**src/rtl/pfq_pkg.sv**
```systemverilog
// Shared types for the prefetch queue controller.
package pfq_pkg;

    // Bus owner state: idle, instruction prefetch or operand access.
    typedef enum logic [1:0] {
        BUS_IDLE  = 2'd0,
        BUS_FETCH = 2'd1,
        BUS_OPER  = 2'd2
    } bus_state_e;

endpackage

```
**src/rtl/pfq_byte_fifo.sv**
```systemverilog
// Byte ring buffer of DEPTH slots (any DEPTH, wraps without power-of-two).
// Accepts 0..BYTES bytes per cycle from a fetch, lane 0 first, and gives one
// byte per pop. Clear empties it and wins over push and pop in the same cycle.
// Assumes the writer never pushes more bytes than there are free slots.
module pfq_byte_fifo #(
    parameter int DEPTH = 6,
    parameter int BYTES = 2,
    parameter int CW    = $clog2(DEPTH + 1),
    parameter int PCW   = $clog2(BYTES + 1)
) (
    input  logic               clk,
    input  logic               rst_n,
    input  logic               clear,
    input  logic [PCW-1:0]     push_cnt,
    input  logic [BYTES*8-1:0] push_data,
    input  logic               pop,
    output logic [7:0]         head,
    output logic [CW-1:0]      occ
);
    localparam int IW = (DEPTH > 1) ? $clog2(DEPTH) : 1;

    logic [7:0]    store [DEPTH];
    logic [IW-1:0] rd_idx;
    logic [IW-1:0] wr_idx;
    logic          pop_eff;

    // Ring index plus an offset, wrapped at DEPTH.
    function automatic logic [IW-1:0] ring_add(input logic [IW-1:0] base, input int inc);
        int s;
        s = int'(base) + inc;
        if (s >= DEPTH) s = s - DEPTH;
        return IW'(s);
    endfunction

    // A pop only counts when a byte is present and no clear is under way.
    assign pop_eff = pop && (occ != '0) && !clear;
    assign head    = store[rd_idx];

    // Byte storage: write the pushed lanes into consecutive slots.
    always_ff @(posedge clk) begin
        if (!clear) begin
            for (int i = 0; i < BYTES; i++) begin
                if (i < int'(push_cnt)) begin
                    store[ring_add(wr_idx, i)] <= push_data[i*8 +: 8];
                end
            end
        end
    end

    // Pointers and occupancy.
    always_ff @(posedge clk) begin
        if (!rst_n || clear) begin
            rd_idx <= '0;
            wr_idx <= '0;
            occ    <= '0;
        end else begin
            wr_idx <= ring_add(wr_idx, int'(push_cnt));
            if (pop_eff) rd_idx <= ring_add(rd_idx, 1);
            occ <= occ + CW'(push_cnt) - CW'(pop_eff);
        end
    end

endmodule

```
**src/rtl/pfq_fetch_ptr.sv**
```systemverilog
// Next-instruction-byte pointer. Gives the aligned word address to fetch,
// the lane of the first wanted byte and how many bytes that fetch yields.
// Reload on flush wins over the advance that follows an accepted fetch.
module pfq_fetch_ptr #(
    parameter int          AW         = 20,
    parameter int          BYTES      = 2,
    parameter logic [AW-1:0] RESET_ADDR = '0,
    parameter int          OFFW       = (BYTES > 1) ? $clog2(BYTES) : 1,
    parameter int          PCW        = $clog2(BYTES + 1)
) (
    input  logic            clk,
    input  logic            rst_n,
    input  logic            load,
    input  logic [AW-1:0]   load_addr,
    input  logic            advance,
    output logic [AW-1:0]   word_addr,
    output logic [OFFW-1:0] lane_off,
    output logic [PCW-1:0]  byte_cnt
);
    logic [AW-1:0] ptr;

    assign lane_off  = ptr[OFFW-1:0];
    assign word_addr = {ptr[AW-1:OFFW], {OFFW{1'b0}}};
    assign byte_cnt  = PCW'(BYTES) - PCW'(lane_off);

    // Pointer update: reset, reload on branch, or step past the bytes kept.
    always_ff @(posedge clk) begin
        if (!rst_n) begin
            ptr <= RESET_ADDR;
        end else if (load) begin
            ptr <= load_addr;
        end else if (advance) begin
            ptr <= ptr + AW'(byte_cnt);
        end
    end

endmodule

```
**src/rtl/pfq_bus_arb.sv**
```systemverilog
// Bus sequencer. From idle it grants an operand request first, otherwise a
// prefetch when the FIFO has room and no flush is present. A started cycle
// holds its address until mem_ack; a fetch is never abandoned. A flush during
// a fetch marks the returning word stale so it is dropped.
module pfq_bus_arb
    import pfq_pkg::*;
#(
    parameter int AW = 20,
    parameter int DW = 16
) (
    input  logic          clk,
    input  logic          rst_n,
    input  logic          flush,
    input  logic          room_ok,
    input  logic [AW-1:0] fetch_addr,
    input  logic          op_req,
    input  logic [AW-1:0] op_addr,
    input  logic          op_we,
    input  logic [DW-1:0] op_wdata,
    input  logic          mem_ack,
    input  logic [DW-1:0] mem_rdata,
    output logic          mem_req,
    output logic [AW-1:0] mem_addr,
    output logic          mem_we,
    output logic [DW-1:0] mem_wdata,
    output logic          fetch_cyc,
    output logic          fetch_keep,
    output logic          op_done,
    output logic [DW-1:0] op_rdata
);
    bus_state_e    state;
    logic          stale;
    logic [AW-1:0] addr_q;
    logic          we_q;
    logic [DW-1:0] wdata_q;
    logic          take_op;
    logic          take_fetch;

    assign take_op    = (state == BUS_IDLE) && op_req && !op_done;
    assign take_fetch = (state == BUS_IDLE) && !take_op && room_ok && !flush;

    assign mem_req    = (state != BUS_IDLE);
    assign mem_addr   = addr_q;
    assign mem_we     = we_q;
    assign mem_wdata  = wdata_q;
    assign fetch_cyc  = (state == BUS_FETCH);
    assign fetch_keep = (state == BUS_FETCH) && mem_ack && !stale && !flush;

    // State machine and latched cycle attributes.
    always_ff @(posedge clk) begin
        if (!rst_n) begin
            state   <= BUS_IDLE;
            addr_q  <= '0;
            we_q    <= 1'b0;
            wdata_q <= '0;
        end else begin
            unique case (state)
                BUS_IDLE: begin
                    if (take_op) begin
                        state   <= BUS_OPER;
                        addr_q  <= op_addr;
                        we_q    <= op_we;
                        wdata_q <= op_wdata;
                    end else if (take_fetch) begin
                        state   <= BUS_FETCH;
                        addr_q  <= fetch_addr;
                        we_q    <= 1'b0;
                        wdata_q <= '0;
                    end
                end
                BUS_FETCH: if (mem_ack) state <= BUS_IDLE;
                BUS_OPER:  if (mem_ack) state <= BUS_IDLE;
                default:   state <= BUS_IDLE;
            endcase
        end
    end

    // Stale marker for a fetch overtaken by a flush.
    always_ff @(posedge clk) begin
        if (!rst_n) begin
            stale <= 1'b0;
        end else if (state != BUS_FETCH || mem_ack) begin
            stale <= 1'b0;
        end else if (flush) begin
            stale <= 1'b1;
        end
    end

    // Operand completion pulse and captured read word.
    always_ff @(posedge clk) begin
        if (!rst_n) begin
            op_done  <= 1'b0;
            op_rdata <= '0;
        end else begin
            op_done <= (state == BUS_OPER) && mem_ack;
            if ((state == BUS_OPER) && mem_ack) op_rdata <= mem_rdata;
        end
    end

endmodule

```
**src/rtl/prefetch_queue_ctrl.sv**
```systemverilog
// Instruction prefetch queue controller, top level. Ties together the fetch
// pointer, the bus sequencer and the byte FIFO. Assumes DW is a multiple of 8
// with a power-of-two lane count, and DEPTH >= DW/8.
module prefetch_queue_ctrl #(
    parameter int            AW         = 20,
    parameter int            DW         = 16,
    parameter int            DEPTH      = 6,
    parameter logic [AW-1:0] RESET_ADDR = '0
) (
    input  logic          clk,
    input  logic          rst_n,
    input  logic          flush,
    input  logic [AW-1:0] flush_addr,
    input  logic          pop,
    output logic [7:0]    q_byte,
    output logic          q_valid,
    input  logic          op_req,
    input  logic [AW-1:0] op_addr,
    input  logic          op_we,
    input  logic [DW-1:0] op_wdata,
    output logic          op_done,
    output logic [DW-1:0] op_rdata,
    output logic          mem_req,
    output logic [AW-1:0] mem_addr,
    output logic          mem_we,
    output logic [DW-1:0] mem_wdata,
    input  logic          mem_ack,
    input  logic [DW-1:0] mem_rdata
);
    localparam int BYTES = DW / 8;
    localparam int OFFW  = (BYTES > 1) ? $clog2(BYTES) : 1;
    localparam int PCW   = $clog2(BYTES + 1);
    localparam int CW    = $clog2(DEPTH + 1);

    logic [AW-1:0]   word_addr;
    logic [OFFW-1:0] lane_off;
    logic [PCW-1:0]  byte_cnt;
    logic [CW-1:0]   occ;
    logic            room_ok;
    logic            fetch_cyc;
    logic            fetch_keep;
    logic [PCW-1:0]  push_cnt;
    logic [DW-1:0]   push_data;

    assign room_ok   = (occ <= CW'(DEPTH - BYTES));
    assign push_cnt  = fetch_keep ? byte_cnt : '0;
    assign push_data = mem_rdata >> {lane_off, 3'b000};
    assign q_valid   = (occ != '0);

    pfq_fetch_ptr #(
        .AW         (AW),
        .BYTES      (BYTES),
        .RESET_ADDR (RESET_ADDR)
    ) ptr_i (
        .clk       (clk),
        .rst_n     (rst_n),
        .load      (flush),
        .load_addr (flush_addr),
        .advance   (fetch_keep),
        .word_addr (word_addr),
        .lane_off  (lane_off),
        .byte_cnt  (byte_cnt)
    );

    pfq_bus_arb #(
        .AW (AW),
        .DW (DW)
    ) arb_i (
        .clk        (clk),
        .rst_n      (rst_n),
        .flush      (flush),
        .room_ok    (room_ok),
        .fetch_addr (word_addr),
        .op_req     (op_req),
        .op_addr    (op_addr),
        .op_we      (op_we),
        .op_wdata   (op_wdata),
        .mem_ack    (mem_ack),
        .mem_rdata  (mem_rdata),
        .mem_req    (mem_req),
        .mem_addr   (mem_addr),
        .mem_we     (mem_we),
        .mem_wdata  (mem_wdata),
        .fetch_cyc  (fetch_cyc),
        .fetch_keep (fetch_keep),
        .op_done    (op_done),
        .op_rdata   (op_rdata)
    );

    pfq_byte_fifo #(
        .DEPTH (DEPTH),
        .BYTES (BYTES)
    ) fifo_i (
        .clk       (clk),
        .rst_n     (rst_n),
        .clear     (flush),
        .push_cnt  (push_cnt),
        .push_data (push_data),
        .pop       (pop),
        .head      (q_byte),
        .occ       (occ)
    );

endmodule

```
**config.mk**
```make
export PLATFORM = sky130hd
export DESIGN_NAME = prefetch_queue_ctrl
export DESIGN_NICKNAME = d
export VERILOG_FILES = /design/src/rtl/pfq_pkg.sv /design/src/rtl/pfq_byte_fifo.sv /design/src/rtl/pfq_fetch_ptr.sv /design/src/rtl/pfq_bus_arb.sv /design/src/rtl/prefetch_queue_ctrl.sv
export SDC_FILE = /design/constraint.sdc
export NUM_CORES = 1
export LEC_CHECK = 0
export ABC_AREA = 1
export BUFFER_PORTS_ARGS = -buffer_cell sky130_fd_sc_hd__clkbuf_2
export CAP_MARGIN = 5
export CORE_ASPECT_RATIO = 1.1
export CORE_MARGIN = 5
export CORE_UTILIZATION = 45
export DETAILED_ROUTE_END_ITERATION = 10
export GPL_ROUTABILITY_DRIVEN = 0
export PLACE_DENSITY = 0.74
export SYNTH_ARGS = -nofsm -noshare
export SYNTH_HDL_FRONTEND = slang
export SYNTH_SLANG_ARGS = --single-unit
```
**constraint.sdc**
```tcl
create_clock -name clk -period 5.8 [get_ports clk]
set_input_delay 0.58 -clock clk [delete_from_list [all_inputs] [get_ports clk]]
set_output_delay 0.58 -clock clk [all_outputs]
set_load 0.01 [all_outputs]
```
==> flow_metrics.env <==
export IMPL_fin_crit_ps=3020
export IMPL_combPwrFrac_pct=14.6
export IMPL_grt_pass1_wl_mm=31.5
export IMPL_critPathMaxFanout=25
export IMPL_avgSynthCellArea_um2=7.63
export IMPL_syn_instance_count=932
export IMPL_grt_total_usage_pct=21.6
export IMPL_synth_edf_count=48
export IMPL_end_kind="primary output"
export IMPL_slew_viol_final=0
export IMPL_via_per_inst=5.35
export IMPL_antenna_found_initial=0
export IMPL_cts_root_buffer="clkbuf_16"
export IMPL_ys_seq_elements=137
export IMPL_max_freq_ghz=0.331
export IMPL_startpoint_type="flip-flop"
export IMPL_drive_above_1_share_pct=20.1
export IMPL_cts_clk_slew_worst_paths_ps=60
export IMPL_critPathRequiredTime_ps=5220
export IMPL_yosysWarnings=0
export IMPL_worst_pin_slew_ps=1170
export IMPL_irDropWorstVdd_mv=0.208
export IMPL_drcViolationCount=0
export IMPL_postRouteAntennaNets=0
export IMPL_pwr_share_clk_pct=41.9
export IMPL_hold_viol=0
export IMPL_p_int_mw=1.79
export IMPL_ys_types=37
export IMPL_fp_dieW_um=130
export IMPL_netlist_top_cells_count="nand2_1 (323), dfxtp_1 (89), nand3_1 (87)"
export IMPL_drt_first_pass_iters=5
export IMPL_fin_crit_sh_pct=52.1
export IMPL_critPathArrivalTime_ps=2440
export IMPL_grt_overflow_total=0
export IMPL_start_util_pct=45.6
export IMPL_switchingPower_mw=0.721
export IMPL_skew_ps=8.83
export IMPL_cts_sinks=137
export IMPL_grt_start_max_net_pins=56
export IMPL_dieArea_um2=18400
export IMPL_syn_area_um2=7120
export IMPL_synth_top_area_share_pct=25.0
export IMPL_coreArea_um2=15600
export IMPL_finalSetupViolations=0
export IMPL_cts_setup_buffers=0
export IMPL_rsz0062_at_grt="false"
export IMPL_synth_most_common_cell="nand2_1"
export IMPL_num_vias=6737
export IMPL_synthesis_nets=1028
export IMPL_slew_headroom_pct=20.9
export IMPL_p_per_area_nw_per_um2=299
export IMPL_clockBufferDepth=2
export IMPL_ys_seq_area_share_pct=45.3
export IMPL_ys_async_sr_fraction_pct=0
export IMPL_dp_hpwl_mm=14.1
export IMPL_worstSkewPairLatency_ps=420
export IMPL_rows=48
export IMPL_synthTopCellsByArea="dfxtp_1 (25%), edfxtp_1 (20%), nand2_1 (17%)"
export IMPL_yosysTopAreaCell="dfxtp_1"
export IMPL_avgRoutedWirePerCell_um=15.6
export IMPL_min_path_type="in2reg"
export IMPL_cts_buffers_inserted=17
export IMPL_path_class="reg2out"
export IMPL_wirelength_mm=19.7
export IMPL_area_delta_synth_final_pct=18.1
export IMPL_cts_hold_buf=0
export IMPL_h_tree_depth=4
export IMPL_final_util_pct=53.8
export IMPL_synthFlopType="dfxtp_1"
export IMPL_drtIter0Drc=560
export IMPL_power_frac_seq_pct=43.5
export IMPL_p_total_mw=2.51
export IMPL_pin_count=143
export IMPL_cts_resized=0
export IMPL_diodes=0
export IMPL_port_buffers=142
export IMPL_tns_ps=0
export IMPL_p_leak_nw=3.69
export IMPL_p_sw_share_pct=28.7
export IMPL_first_global_vias=6227
export IMPL_cts_tree="done"
export IMPL_nets=1143
export IMPL_die_y_um=142
export IMPL_status="finished, final reports clean"
export IMPL_drv_cap=0
-- worst paths after layout --
path,from,end,slack [ps],depth (start not counted)
setup / recovery,flip-flop,q_byte[7],2780,6
hold / removal,op_wdata[11],arb_i.mem_wdata[11]$_SDFFE_PN0P_,380,3
setup reg to reg,arb_i.state[1]$_SDFFE_PN0P_,arb_i.mem_addr[2]$_SDFFE_PN0P_,2910,10
hold reg to reg,arb_i.mem_wdata[15]$_SDFFE_PN0P_,arb_i.mem_wdata[15]$_SDFFE_PN0P_,460,2
-- cell usage in the layout, fill, tap and decap left out, types with 2 or more instances in the layout --
cell,instances
nand2_1,323
clkbuf_2,142
dfxtp_1,89
nand3_1,87
nor2_1,66
inv_1,56
edfxtp_1,48
o21ai_0,47
a21oi_1,46
a31oi_1,29
clkbuf_16,17
ha_1,16
a32o_1,8
o22ai_1,8
nand3_2,7
nor2_4,5
nor2_8,5
inv_4,5
nand4_1,5
nor3_1,5
xor2_1,5
inv_2,4
nand2_2,4
inv_6,4
nand2_4,3
or2_2,3
xnor2_1,3
clkinv_4,3
buf_4,3
nand3b_1,2
nor2_2,2
-- critical path, cell delays in order (launching register included) --
cell and delay, ps:
dfxtp_1 300, buf_4 210, inv_1 590, nand2_1 180
a32o_1 280, o22ai_1 250, clkbuf_2 200
-- metrics by stage --
stage	setup slack [ps]	hold WS (ps)	instance area (um^2)	cells
3_5_place_dp	2830	453	7830	1228
5_1_grt	2570	376	8410	1260
6_report	2780	382	8410	1260
3_3_place_gp	2890	448	7830	1228
2_1_floorplan	3180	458	7120	932
4_1_cts	2860	372	8410	1260
-- logic make-up after synthesis --
family	synth area share, %
buf+inv	7.00
compound gates	11.4
flops	45.3
xor+xnor	0.985
simple gates	32.2
fa+ha+maj	3.09
-- flip-flops by register name, indices dropped and copies added, names as in the netlist, named ones only --
register         cells
arb_i.mem_addr      20
fifo_i.rd_idx        3
fifo_i.occ           3
arb_i.op_rdata      16
arb_i.op_done        1
arb_i.mem_wdata     16
arb_i.stale          1
fifo_i.store        48
arb_i.mem_we         1
arb_i.state          2
fifo_i.wr_idx        3
ptr_i.ptr           20
-- final cells by class --
class / count / area, um^2
clock buffers: 18 / 439
clock inverters: 14 / 135
fillers: 1490 / 7210
inverters: 61 / 231
multi-input cells: 685 / 3390
flip-flops and latches: 137 / 3220
well taps: 200 / 250
repair buffers: 145 / 733
-- layer usage --
metal  wire, um  global-route usage [%]  vias up  part of all wire, %
li1           -                       -     3325                    -
met1       7940                    27.3     3076                   40
met2       9800                    35.9      291                   50
met3       1380                    4.14       45                  7.0
met4        545                    9.30        0                  2.8
met5          0                       0        -                    0
-- power by group through the flow --
stage	logic, mW	clock network, mW	registers (mW)
final	0.366	1.05	1.09
after global routing	0.410	1.11	1.10
after CTS	0.366	1.06	1.09
after detailed placement	0.365	0	1.11
after global placement	0.360	0	1.11
after floorplan	0.233	0	1.12
Power figures use the tool's default switching activity.
